===== src/rtl/dram_probe_pkg.sv =====
package dram_probe_pkg;

  localparam int PROBE_BYTES = 8;
  localparam logic [7:0] BASE_TAG = 8'h5A;

  typedef enum logic [1:0] {
    KIND_EMPTY = 2'b00,
    KIND_FPM   = 2'b01,
    KIND_EDO   = 2'b10,
    KIND_SYNC  = 2'b11
  } dram_kind_e;

  typedef enum logic [2:0] {
    OP_TYPE_WR,
    OP_TYPE_RD,
    OP_BASE_WR,
    OP_BOUND_WR,
    OP_BASE_RD
  } probe_op_e;

  typedef enum logic [2:0] {
    ST_TYPE_WR,
    ST_TYPE_RD,
    ST_TYPE_EVAL,
    ST_SIZE_BASE,
    ST_SIZE_WR,
    ST_SIZE_RD,
    ST_ADVANCE,
    ST_HALT
  } probe_state_e;

  // strobes from control to datapath
  typedef struct packed {
    logic      issue;
    probe_op_e op;
    logic      incByte;
    logic      clrTest;
    logic      advMode;
    logic      rstStep;
    logic      incStep;
    logic      commitPop;
    logic      fullSize;
    logic      commitVoid;
    logic      markOff;
    logic      nextBank;
    logic      finish;
  } probe_ctrl_t;

  // status from datapath to control
  typedef struct packed {
    logic ack;
    logic readOk;
    logic byteLast;
    logic allMatch;
    logic anyMatch;
    logic modeLast;
    logic stepLast;
    logic bankLast;
  } probe_stat_t;

  function automatic logic [7:0] typePattern(input logic [2:0] idx);
    return {5'b10100, idx};
  endfunction

  function automatic logic [7:0] boundTag(input logic [7:0] step);
    return 8'h80 | step;
  endfunction

endpackage


===== src/rtl/dram_probe_ctrl.sv =====
module dram_probe_ctrl
  import dram_probe_pkg::*;
(
  input  logic        clk,
  input  logic        rstN,
  input  probe_stat_t stat,
  output probe_ctrl_t ctl
);

  probe_state_e state, stateNxt;
  logic waitAck, waitNxt;

  always_comb begin
    ctl      = '0;
    stateNxt = state;
    unique case (state)
      ST_TYPE_WR: begin
        if (!waitAck) begin
          ctl.issue = 1'b1;
          ctl.op    = OP_TYPE_WR;
        end else if (stat.ack) begin
          stateNxt = ST_TYPE_RD;
        end
      end
      ST_TYPE_RD: begin
        if (!waitAck) begin
          ctl.issue = 1'b1;
          ctl.op    = OP_TYPE_RD;
        end else if (stat.ack) begin
          if (stat.byteLast) begin
            stateNxt = ST_TYPE_EVAL;
          end else begin
            ctl.incByte = 1'b1;
            stateNxt    = ST_TYPE_WR;
          end
        end
      end
      ST_TYPE_EVAL: begin
        if (stat.allMatch) begin
          ctl.rstStep = 1'b1;
          stateNxt    = ST_SIZE_BASE;
        end else if (stat.anyMatch) begin
          ctl.commitVoid = 1'b1;
          ctl.markOff    = 1'b1;
          stateNxt       = ST_ADVANCE;
        end else if (stat.modeLast) begin
          ctl.commitVoid = 1'b1;
          stateNxt       = ST_ADVANCE;
        end else begin
          ctl.advMode = 1'b1;
          ctl.clrTest = 1'b1;
          stateNxt    = ST_TYPE_WR;
        end
      end
      ST_SIZE_BASE: begin
        if (!waitAck) begin
          ctl.issue = 1'b1;
          ctl.op    = OP_BASE_WR;
        end else if (stat.ack) begin
          stateNxt = ST_SIZE_WR;
        end
      end
      ST_SIZE_WR: begin
        if (!waitAck) begin
          ctl.issue = 1'b1;
          ctl.op    = OP_BOUND_WR;
        end else if (stat.ack) begin
          stateNxt = ST_SIZE_RD;
        end
      end
      ST_SIZE_RD: begin
        if (!waitAck) begin
          ctl.issue = 1'b1;
          ctl.op    = OP_BASE_RD;
        end else if (stat.ack) begin
          if (!stat.readOk) begin
            ctl.commitPop = 1'b1;
            stateNxt      = ST_ADVANCE;
          end else if (stat.stepLast) begin
            ctl.commitPop = 1'b1;
            ctl.fullSize  = 1'b1;
            stateNxt      = ST_ADVANCE;
          end else begin
            ctl.incStep = 1'b1;
            stateNxt    = ST_SIZE_WR;
          end
        end
      end
      ST_ADVANCE: begin
        if (stat.bankLast) begin
          ctl.finish = 1'b1;
          stateNxt   = ST_HALT;
        end else begin
          ctl.nextBank = 1'b1;
          stateNxt     = ST_TYPE_WR;
        end
      end
      default: stateNxt = ST_HALT;
    endcase
  end

  always_comb begin
    waitNxt = waitAck;
    if (ctl.issue)     waitNxt = 1'b1;
    else if (stat.ack) waitNxt = 1'b0;
  end

  always_ff @(posedge clk or negedge rstN) begin
    if (!rstN) begin
      state   <= ST_TYPE_WR;
      waitAck <= 1'b0;
    end else begin
      state   <= stateNxt;
      waitAck <= waitNxt;
    end
  end

endmodule


===== src/rtl/dram_probe_dp.sv =====
module dram_probe_dp
  import dram_probe_pkg::*;
#(
  parameter int NUM_BANKS   = 8,
  parameter int ADDR_W      = 8,
  parameter int MIN_LOG2    = 4,
  parameter int TIMEOUT_CYC = 16,
  localparam int BANK_W     = $clog2(NUM_BANKS),
  localparam int END_W      = ADDR_W - MIN_LOG2 + BANK_W + 1
) (
  input  logic                        clk,
  input  logic                        rstN,
  input  probe_ctrl_t                 ctl,
  output probe_stat_t                 stat,
  output logic                        memReq,
  output logic                        memWrite,
  output logic [1:0]                  memMode,
  output logic [BANK_W-1:0]           memBank,
  output logic [ADDR_W-1:0]           memAddr,
  output logic [7:0]                  memWdata,
  input  logic [7:0]                  memRdata,
  input  logic                        memDone,
  output logic                        probeDone,
  output logic [BANK_W-1:0]           lastBank,
  output logic [2*NUM_BANKS-1:0]      bankType,
  output logic [END_W*NUM_BANKS-1:0]  bankEnd,
  output logic [NUM_BANKS-1:0]        rowOff
);

  localparam int SZ_W  = $clog2(ADDR_W + 1);
  localparam int TMR_W = $clog2(TIMEOUT_CYC) + 1;

  logic [BANK_W-1:0]      bankIdx, hiPop;
  logic [2:0]             byteIdx;
  dram_kind_e             modeTry;
  logic [PROBE_BYTES-1:0] matchMask;
  logic [SZ_W-1:0]        sizeLog;
  probe_op_e              opReg;
  logic                   busy;
  logic [TMR_W-1:0]       timer;
  logic [END_W-1:0]       runEnd;
  dram_kind_e             typeReg [NUM_BANKS];
  logic [END_W-1:0]       endReg  [NUM_BANKS];
  logic [NUM_BANKS-1:0]   offReg;
  logic                   doneReg;

  logic [7:0]       expData;
  logic             timedOut, ack, readOk;
  logic [SZ_W-1:0]  shiftAmt;
  logic [END_W-1:0] nextEnd;

  always_comb begin
    expData  = (opReg == OP_BASE_RD) ? BASE_TAG : typePattern(byteIdx);
    timedOut = busy && (timer == TMR_W'(TIMEOUT_CYC - 1));
    ack      = busy && (memDone || timedOut);
    readOk   = memDone && (memRdata == expData);
    shiftAmt = ctl.fullSize ? SZ_W'(ADDR_W - MIN_LOG2) : (sizeLog - SZ_W'(MIN_LOG2));
    nextEnd  = runEnd + (END_W'(1) << shiftAmt);
  end

  always_comb begin
    stat.ack      = ack;
    stat.readOk   = readOk;
    stat.byteLast = (byteIdx == 3'd7);
    stat.allMatch = &matchMask;
    stat.anyMatch = |matchMask;
    stat.modeLast = (modeTry == KIND_SYNC);
    stat.stepLast = (sizeLog == SZ_W'(ADDR_W - 1));
    stat.bankLast = (bankIdx == BANK_W'(NUM_BANKS - 1));
  end

  // request fields come straight from counters that only move while idle
  always_comb begin
    memReq   = busy;
    memWrite = (opReg == OP_TYPE_WR) || (opReg == OP_BASE_WR) || (opReg == OP_BOUND_WR);
    memMode  = modeTry;
    memBank  = bankIdx;
    unique case (opReg)
      OP_TYPE_WR, OP_TYPE_RD: memAddr = ADDR_W'(byteIdx);
      OP_BOUND_WR:            memAddr = ADDR_W'(1) << sizeLog;
      default:                memAddr = '0;
    endcase
    unique case (opReg)
      OP_TYPE_WR:  memWdata = typePattern(byteIdx);
      OP_BASE_WR:  memWdata = BASE_TAG;
      OP_BOUND_WR: memWdata = boundTag(8'(sizeLog));
      default:     memWdata = 8'h00;
    endcase
  end

  always_ff @(posedge clk or negedge rstN) begin
    if (!rstN) begin
      bankIdx   <= '0;
      hiPop     <= '0;
      byteIdx   <= '0;
      modeTry   <= KIND_EDO;
      matchMask <= '0;
      sizeLog   <= SZ_W'(MIN_LOG2);
      opReg     <= OP_TYPE_WR;
      busy      <= 1'b0;
      timer     <= '0;
      runEnd    <= '0;
      offReg    <= '0;
      doneReg   <= 1'b0;
      for (int k = 0; k < NUM_BANKS; k++) begin
        typeReg[k] <= KIND_EMPTY;
        endReg[k]  <= '0;
      end
    end else begin
      if (ctl.issue) begin
        opReg <= ctl.op;
        busy  <= 1'b1;
        timer <= '0;
      end else if (ack) begin
        busy <= 1'b0;
      end else if (busy) begin
        timer <= timer + 1'b1;
      end

      if (ack && opReg == OP_TYPE_RD) matchMask[byteIdx] <= readOk;

      if (ctl.clrTest || ctl.nextBank) begin
        byteIdx   <= '0;
        matchMask <= '0;
      end else if (ctl.incByte) begin
        byteIdx <= byteIdx + 1'b1;
      end

      if (ctl.nextBank) begin
        modeTry <= KIND_EDO;
        bankIdx <= bankIdx + 1'b1;
      end else if (ctl.advMode) begin
        unique case (modeTry)
          KIND_EDO: modeTry <= KIND_FPM;
          KIND_FPM: modeTry <= KIND_SYNC;
          default:  modeTry <= modeTry;
        endcase
      end

      if (ctl.rstStep)      sizeLog <= SZ_W'(MIN_LOG2);
      else if (ctl.incStep) sizeLog <= sizeLog + 1'b1;

      if (ctl.commitPop) begin
        typeReg[bankIdx] <= modeTry;
        endReg[bankIdx]  <= nextEnd;
        runEnd           <= nextEnd;
        hiPop            <= bankIdx;
      end else if (ctl.commitVoid) begin
        typeReg[bankIdx] <= KIND_EMPTY;
        endReg[bankIdx]  <= runEnd;
        offReg[bankIdx]  <= ctl.markOff;
      end

      if (ctl.finish) doneReg <= 1'b1;
    end
  end

  assign probeDone = doneReg;
  assign lastBank  = doneReg ? hiPop : bankIdx;
  assign rowOff    = offReg;

  for (genvar k = 0; k < NUM_BANKS; k++) begin : gFlat
    assign bankType[2*k +: 2]     = typeReg[k];
    assign bankEnd[END_W*k +: END_W] = endReg[k];
  end

endmodule


===== src/rtl/dram_probe.sv =====
module dram_probe
  import dram_probe_pkg::*;
#(
  parameter int NUM_BANKS   = 8,
  parameter int ADDR_W      = 8,
  parameter int MIN_LOG2    = 4,
  parameter int TIMEOUT_CYC = 16,
  localparam int BANK_W     = $clog2(NUM_BANKS),
  localparam int END_W      = ADDR_W - MIN_LOG2 + BANK_W + 1
) (
  input  logic                        clk,
  input  logic                        rstN,
  output logic                        memReq,
  output logic                        memWrite,
  output logic [1:0]                  memMode,
  output logic [BANK_W-1:0]           memBank,
  output logic [ADDR_W-1:0]           memAddr,
  output logic [7:0]                  memWdata,
  input  logic [7:0]                  memRdata,
  input  logic                        memDone,
  output logic                        probeDone,
  output logic [BANK_W-1:0]           lastBank,
  output logic [2*NUM_BANKS-1:0]      bankType,
  output logic [END_W*NUM_BANKS-1:0]  bankEnd,
  output logic [NUM_BANKS-1:0]        rowOff
);

  probe_ctrl_t ctl;
  probe_stat_t stat;

  dram_probe_ctrl uCtrl (
    .clk  (clk),
    .rstN (rstN),
    .stat (stat),
    .ctl  (ctl)
  );

  dram_probe_dp #(
    .NUM_BANKS  (NUM_BANKS),
    .ADDR_W     (ADDR_W),
    .MIN_LOG2   (MIN_LOG2),
    .TIMEOUT_CYC(TIMEOUT_CYC)
  ) uDp (
    .clk      (clk),
    .rstN     (rstN),
    .ctl      (ctl),
    .stat     (stat),
    .memReq   (memReq),
    .memWrite (memWrite),
    .memMode  (memMode),
    .memBank  (memBank),
    .memAddr  (memAddr),
    .memWdata (memWdata),
    .memRdata (memRdata),
    .memDone  (memDone),
    .probeDone(probeDone),
    .lastBank (lastBank),
    .bankType (bankType),
    .bankEnd  (bankEnd),
    .rowOff   (rowOff)
  );

endmodule


===== config.mk =====
export PLATFORM = sky130hd
export DESIGN_NAME = dram_probe
export DESIGN_NICKNAME = d
export VERILOG_FILES = /design/src/rtl/dram_probe_pkg.sv /design/src/rtl/dram_probe_ctrl.sv /design/src/rtl/dram_probe_dp.sv /design/src/rtl/dram_probe.sv
export SDC_FILE = /design/constraint.sdc
export NUM_CORES = 1
export LEC_CHECK = 0
export ABC_AREA = 1
export BUFFER_PORTS_ARGS = -buffer_cell sky130_fd_sc_hd__buf_2
export CELL_PAD_IN_SITES_DETAIL_PLACEMENT = 1
export CELL_PAD_IN_SITES_GLOBAL_PLACEMENT = 2
export CORE_MARGIN = 3
export CORE_UTILIZATION = 34
export CTS_BUF_LIST = sky130_fd_sc_hd__clkbuf_2
export DETAILED_ROUTE_END_ITERATION = 7
export PLACE_DENSITY = 0.9
export SKIP_CTS_REPAIR_TIMING = 1
export SYNTH_ARGS = -nofsm -noshare
export SYNTH_HDL_FRONTEND = slang
export SYNTH_SLANG_ARGS = --single-unit

===== constraint.sdc =====
create_clock -name clk -period 3.7 [get_ports clk]
set_input_delay 0.185 -clock clk [delete_from_list [all_inputs] [get_ports clk]]
set_output_delay 0.185 -clock clk [all_outputs]
set_load 0.005 [all_outputs]

# ---- Word level (Yosys, flattened, before mapping)
# Cells that the tools add are included.
dict set report op_classes {
  n_addsub 6
  magnitude_cmp 6
  n_eq_ne 29
  shifts 2
  mux 85
  bitwise 4
  reduce_logical 28
}
# cell n
set op_table {}
lappend op_table {{64-bit bitwise mux} 2}
lappend op_table {{64-bit two-way mux} 2}
lappend op_table {{3-bit two-way mux} 21}
lappend op_table {{16-bit two-way mux} 2}
lappend op_table {{4-bit two-way mux} 8}
lappend op_table {{8-bit two-way mux} 4}
lappend op_table {{2-bit two-way mux} 13}
lappend op_table {{8-bit demux with 3-bit select} 1}
lappend op_table {{8-bit one-hot mux with 3 select lines} 1}
lappend op_table {{3-bit one-hot mux with 7 select lines} 1}
lappend op_table {{2-bit by 1-bit inequality test with 1-bit output (second input constant)} 10}
lappend op_table {{4-bit one-hot mux with 5 select lines} 1}
lappend op_table {{3-bit == test (second input constant)} 6}
lappend op_table {{1-bit two-way mux} 18}
lappend op_table {{16-bit bitwise AND} 1}
lappend op_table {{16-bit bitwise mux} 1}
lappend op_table {{8-bit bitwise mux} 2}
lappend op_table {{16-bit NOT} 1}
lappend op_table {{8-bit one-hot mux with 2 select lines} 1}
lappend op_table {{1-bit by 4-bit left shift with 8-bit output (first input constant)} 2}
lappend op_table {{5-bit two-way mux} 3}
lappend op_table {{2-bit nonzero test} 7}
lappend op_table {{3-bit by 2-bit == test with 1-bit output (second input constant)} 4}
lappend op_table {{10-bit AND reduction} 1}
lappend op_table {{other kinds (29)} 47}
dict set report word_totals {
  ff_bits 132
  inputBits 11
  output_inout_bits 115
  wordCells 189
}

# ---- Logic depth before layout (Yosys ltp)
dict set report depth {
  word_depth 13
  mapped_depth 24
  depth_no_buf 24
}

# ---- Modules after synthesis
# From an unflattened synthesis, not the netlist that was laid out.
dict set report hier_totals {
  hier_cells 780
  hier_area_um2 6546.3
}
# module instances cells_per_inst area_each_um2 seq_area_each_um2
set by_module_without_submodules {}
lappend by_module_without_submodules {dram_probe_dp 1 709 6152.2 3230.6}
lappend by_module_without_submodules {dram_probe_ctrl 1 71 394.1 100.1}

# ---- Worst setup path before layout
# OpenSTA, ideal clock, no wires.
dict set report synth_timing {
  path_type {register to register}
  startpoint {register uDp.timer[0]}
  endpoint {register uDp.endReg (netlist bit uDp.bankEnd[23])}
  arrival_ns 2.802
  t_required_ns 3.583
  slack_ns 0.781
  stages_incl_launch_ff 25
  path_buffers 0
  period_less_slack_ns 2.919
  path_cell_list {dfrtp_1 > ha_1 > nand2_1 > nor2_1 > ha_1 > nor2_1 > nor2_1 > nand2_1 > clkinv_2 > nand3_1 > nand2_1 > inv_1 > nand2_1 > nor2_1 > ha_1 > a21oi_1 > nand2_1 > a21oi_1 > inv_1 > nand3_1 > nand3_1 > nand2_1 > nand2_4 > nand2_1 > nand2_1}
}
dict set report synth_via {
  elab_chain_cells 12
  word_cells_on_any_way 13
  cone_classes {1 x add/sub; 1 x eq/ne; 1 x shift; 6 x mux; 4 x reduce/logical}
}
# item line_no
set synth_lines {}
lappend synth_lines {{start, declared} dram_probe_dp.sv:40} ;# logic [TMR_W-1:0] timer;
lappend synth_lines {{start signal, assigned} dram_probe_dp.sv:117} ;# timer <= timer + 1'b1;
lappend synth_lines {{5-bit by 4-bit == test with 1-bit output (*)} dram_probe_dp.sv:54} ;# timedOut = busy && (timer == TMR_W'(TIMEOUT_CYC - 1));
lappend synth_lines {{1-bit logical AND (*)} dram_probe_dp.sv:54}
lappend synth_lines {{1-bit logical OR (*)} dram_probe_dp.sv:55} ;# ack = busy && (memDone || timedOut);
lappend synth_lines {{1-bit logical AND (*)} dram_probe_dp.sv:55}
lappend synth_lines {{3-bit two-way mux (*)} dram_probe_ctrl.sv:75} ;# end else if (stat.ack) begin
lappend synth_lines {{3-bit two-way mux (*)} dram_probe_ctrl.sv:72} ;# if (!waitAck) begin
lappend synth_lines {{3-bit two-way mux (*)} dram_probe_ctrl.sv:16} ;# unique case (state)
lappend synth_lines {{4-bit two-way mux} dram_probe_dp.sv:57} ;# shiftAmt = ctl.fullSize ? SZ_W'(ADDR_W - MIN_LOG2) : (sizeLog - SZ_W'(MIN_LOG2));
lappend synth_lines {{1-bit by 4-bit left shift with 8-bit output} dram_probe_dp.sv:58} ;# nextEnd = runEnd + (END_W'(1) << shiftAmt);
lappend synth_lines {{8-bit adder} dram_probe_dp.sv:58}
lappend synth_lines {{64-bit bitwise mux} dram_probe_dp.sv:145} ;# endReg[bankIdx] <= nextEnd;
lappend synth_lines {{64-bit two-way mux} dram_probe_dp.sv:143} ;# if (ctl.commitPop) begin
lappend synth_lines {{end signal, assigned by index} dram_probe_dp.sv:145}
lappend synth_lines {{end signal, assigned by index} dram_probe_dp.sv:150} ;# endReg[bankIdx] <= runEnd;
lappend synth_lines {{end, declared} dram_probe_dp.sv:43} ;# logic [END_W-1:0] endReg [NUM_BANKS];
# Every way passes the cells marked *; elsewhere a longest branch is shown, timed or not.
# A chain may end at the register's enable or synchronous reset.

# ---- Final worst setup path
dict set report layout_timing {
  startpoint {register uDp.timer[0]}
  endpoint {register uDp.endReg (netlist bit uDp.bankEnd[63])}
}
# The elaborated chain is that of the path after synthesis.

==> out/qor.log <==
[min_path] type of the tightest min-delay check primary input to flop
[yosys] syn_nets 803
[yosys] complex-gate fraction of the synthesized area 9.54%
[yosys] mux share of post-synthesis cell area 0%
[final_layout] Multi-input gate area 0.00275 mm²
[yosys] most frequently used flop master after synthesis dfrtp_1
[yosys] xor and xnor fraction of the mapped netlist area 0.952%
[final_layout] # fillers 2,292
[status] status completed
[sta] remaining max-slew budget at the tightest pin 41.8%
[setup_path] Startpoint Class flop
[sta] accumulated negative setup slack 0 ns
[floorplanning] ports placed on the boundary 126
[clocking] clock tree sinks 132
[detailed_routing] remaining number of nets flagged by the antenna check after routing 0
[sta] Period Utilization, post-route 90.4%
[final_layout] final cell utilization of the core 41.4%
[place] dpl ws 0.317 ns
[floorplanning] FP Rows 49
[pwr] sequential fraction of design power 44.6%
[clocking] CTS Buf Count 17
[sta] final critical-path setup slack 0.354 ns
[floorplanning] Die Y-Extent 144 µm
[sta] smallest hold slack 0.0648 ns
[setup_path] category of the most critical setup path flop to flop
[sta] fmax 299 MHz
[final_layout] Area Overhead vs Synth 17.4%
[setup_path] required time worst endpoint 4.38 ns
[detailed_routing] initial DRC count 323
[place] placed inst area 0.00729 mm²
[yosys] Synth Area per Inst 8.36 µm²
[detailed_routing] wire length per cell 16.5 µm
[place] PortBufs 125
[pwr] Switching Share 42.2%
[clocking] Reg clk slew, reported paths 0.21 ns
[yosys] Cell Area, Synth 0.00644 mm²
[pwr] worst ir drop on vdd 0.253 mV
[flow_run] count of max-cap constraint violations 0
[floorplanning] Placeable Area 0.0183 mm²
[final_layout] Final Instance Count excl. Fillers 1,153
[global_route] number of global-route vias before repair 5,919
[sta] clock period minus worst slack 3.35 ns
[pwr] switching power 1.90 mW
[global_route] GR Util All Layers 19.1%
[final_layout] layout cells sized above 1 21.9%
[place] number of placed cells counting well taps 1,118
[detailed_routing] 1st-pass router iterations 5
[global_route] antenna violations before repair 1
[global_route] pin count of the biggest net entering global routing 67
[detailed_routing] vias after detailed routing 5,643
[yosys] synth warn 0
[yosys] count of mapped cells out of synthesis 771
[floorplanning] effective utilization at floorplan 35.3%
[final_layout] most common cell after layout, fill and taps aside nand2_1
[yosys] fraction of the mapped netlist area in simple logic gates 27.9%
[pwr] Static Leakage 4.27 nW
[setup_path] critical path fanouts, max 9
[yosys] number of flops mapped to enable cells by yosys 0
[final_layout] top library cells by usage in the layout, fill and taps aside nand2_1, dfrtp_1, buf_2
[yosys] count of distinct cell types in the synthesized netlist 40
[sta] actual transition at the worst max-transition pin 0.873 ns
[pwr] relative contribution of the clock network to total power 20.1%
[setup_path] element type at the critical path end flop
[floorplanning] width of the chip 144 µm
[clocking] clock tree from TritonCTS done
[sta] max-slew violations 0
[final_layout] Layout Cell Area excl Fill 0.00756 mm²
[clocking] CTS Buffer Depth 2
[yosys] combinational family with the most area after synthesis simple AND/OR/NAND/NOR gates
[final_layout] register area 0.00331 mm²
[global_route] first-pass GRT wire length 30,900 µm
[place] DP HPWL 14,100 µm
[final_layout] Layout Nets 943
[pwr] internal power 2.60 mW
[yosys] post-synthesis async set-or-reset flop share 100%
[yosys] sequential share of the synthesized area 51.3%
[sta] final number of hold-violating endpoints 0
[clocking] Clock H-tree levels 4
[yosys] cell type contributing the most total cell area after synthesis dfrtp_1
[global_route] Remaining Overflow, GRT 0
[clocking] latest clock arrival within the worst-skew pair 0.75 ns
[yosys] synth top area cells dfrtp_1, nand2_1, ha_1
[yosys] area share of the leading cell type in the synthesized netlist 50.5%
[detailed_routing] vias per std cell 4.89
[yosys] Synth Area in Adders 4.19%
[pwr] ratio of total power to cell area 594 mW/mm²
[sta] Fin Clk Skew 0.0505 ns
[detailed_routing] Total Wirelength 19,000 µm
[pwr] post-layout power 4.49 mW
[setup_path] endpoint arrival time on the critical path 4.03 ns
[sta] RSZ-0062 raised after global routing no
[sta] number of setup violations in the final report 0
[pwr] combinational share of power 35.3%
[yosys] flops & latches, synth 132
[clocking] Root Buffer Master clkbuf_2
[place] weighted congestion reported at the end of routability-driven placement 0.752
[detailed_routing] DRC viols 0
[floorplanning] die outline area 0.0206 mm²
==> metal layers <==
layer  GRT usage, %  up-vias  part of all wire (%)
met4           4.66        0                   1.2
li1               -     2743                     -
met5              0        -                     0
met2           31.3      120                    47
met3           4.46       20                   4.8
met1           25.9     2760                    47
==> area by class of cell <==
cell class / instances / share of cell area, %
antenna: 1 / 0.0331
clock buffer: 17 / 1.13
clock inverter: 14 / 2.00
inverter: 75 / 3.74
multi-input combinational: 551 / 36.3
sequential: 132 / 43.7
tap: 229 / 3.79
timing repair buffer: 134 / 9.27
==> state kept, by name, summed over array words and instances (netlist names), 4 cells and up <==
name	cells
uDp.bankEnd	64
uDp.bankType	16
uDp.matchMask	8
uDp.rowOff	8
uDp.runEnd	8
uDp.sizeLog	4
uDp.timer	5
==> path summary, 6_finish.rpt <==
| check | from | slack [ns] | cells after the start | to |
|---|---|---|---|---|
| max in group asynchronous | rstN | 2.75 | 3 | uCtrl.state[2] |
| hold / removal | memRdata[5] | 0.06 | 6 | uDp.matchMask[2] |
| min in group asynchronous | rstN | 0.07 | 2 | uDp.bankEnd[46] |
| setup / recovery | uDp.timer[0] | 0.35 | 23 | uDp.bankEnd[63] |
| hold reg to reg | uDp.timer[0] | 0.50 | 1 | uDp.timer[0] |
| setup reg to reg | uDp.timer[0] | 0.35 | 23 | uDp.bankEnd[63] |
==> synthesized netlist by cell type (all sizes together) (6+ instances only) <==
cell type,count
nor2,57
nand3,18
ha,20
o21ai,50
buf,12
nand4,6
o31ai,15
nand2,328
dfrtp,130
inv,72
a21oi,24
nor3,10
==> worst max-delay path, stage by stage (launching register included) <==
cell and delay (ns):
dfrtp_1 0.44, ha_1 0.22, nand2_1 0.08, nor2_1 0.04, ha_1 0.18, nor2_1 0.16, nor2_2 0.07, nand2_1 0.13
clkinv_2 0.14, nand3_1 0.11, nand2_1 0.05, inv_1 0.05, nand2_1 0.07, nor2_1 0.10, ha_1 0.32, a21oi_2 0.19
nand2_1 0.09, a21oi_1 0.18, inv_1 0.06, nand3_1 0.11, nand4_1 0.18, nand2_4 0.19, nand2_1 0.07, nand2_1 0.06
==> power groups by stage <==
stage | logic (mW) | registers (mW) | clock network [mW]
finish | 1.59 | 2.00 | 0.905
global route | 1.82 | 2.05 | 1.01
CTS | 1.60 | 2.00 | 0.936
detailed placement | 1.59 | 2.03 | 0
global placement | 1.56 | 2.02 | 0
floorplan | 0.969 | 1.98 | 0
==> logic make-up (layout without fill, tap and decap cells) <==
kind of cell             Yosys count  count (layout)
other                              0               1
buffers and inverters             88             240
AND/OR/NAND/NOR                  424             424
XOR/XNOR                           7               7
flip-flops                       132             132
adder cells (fa/ha/maj)           21              21
AO/OA/AOI/OAI                     99              99
Note: power is estimated with default switching activity, not from simulation.
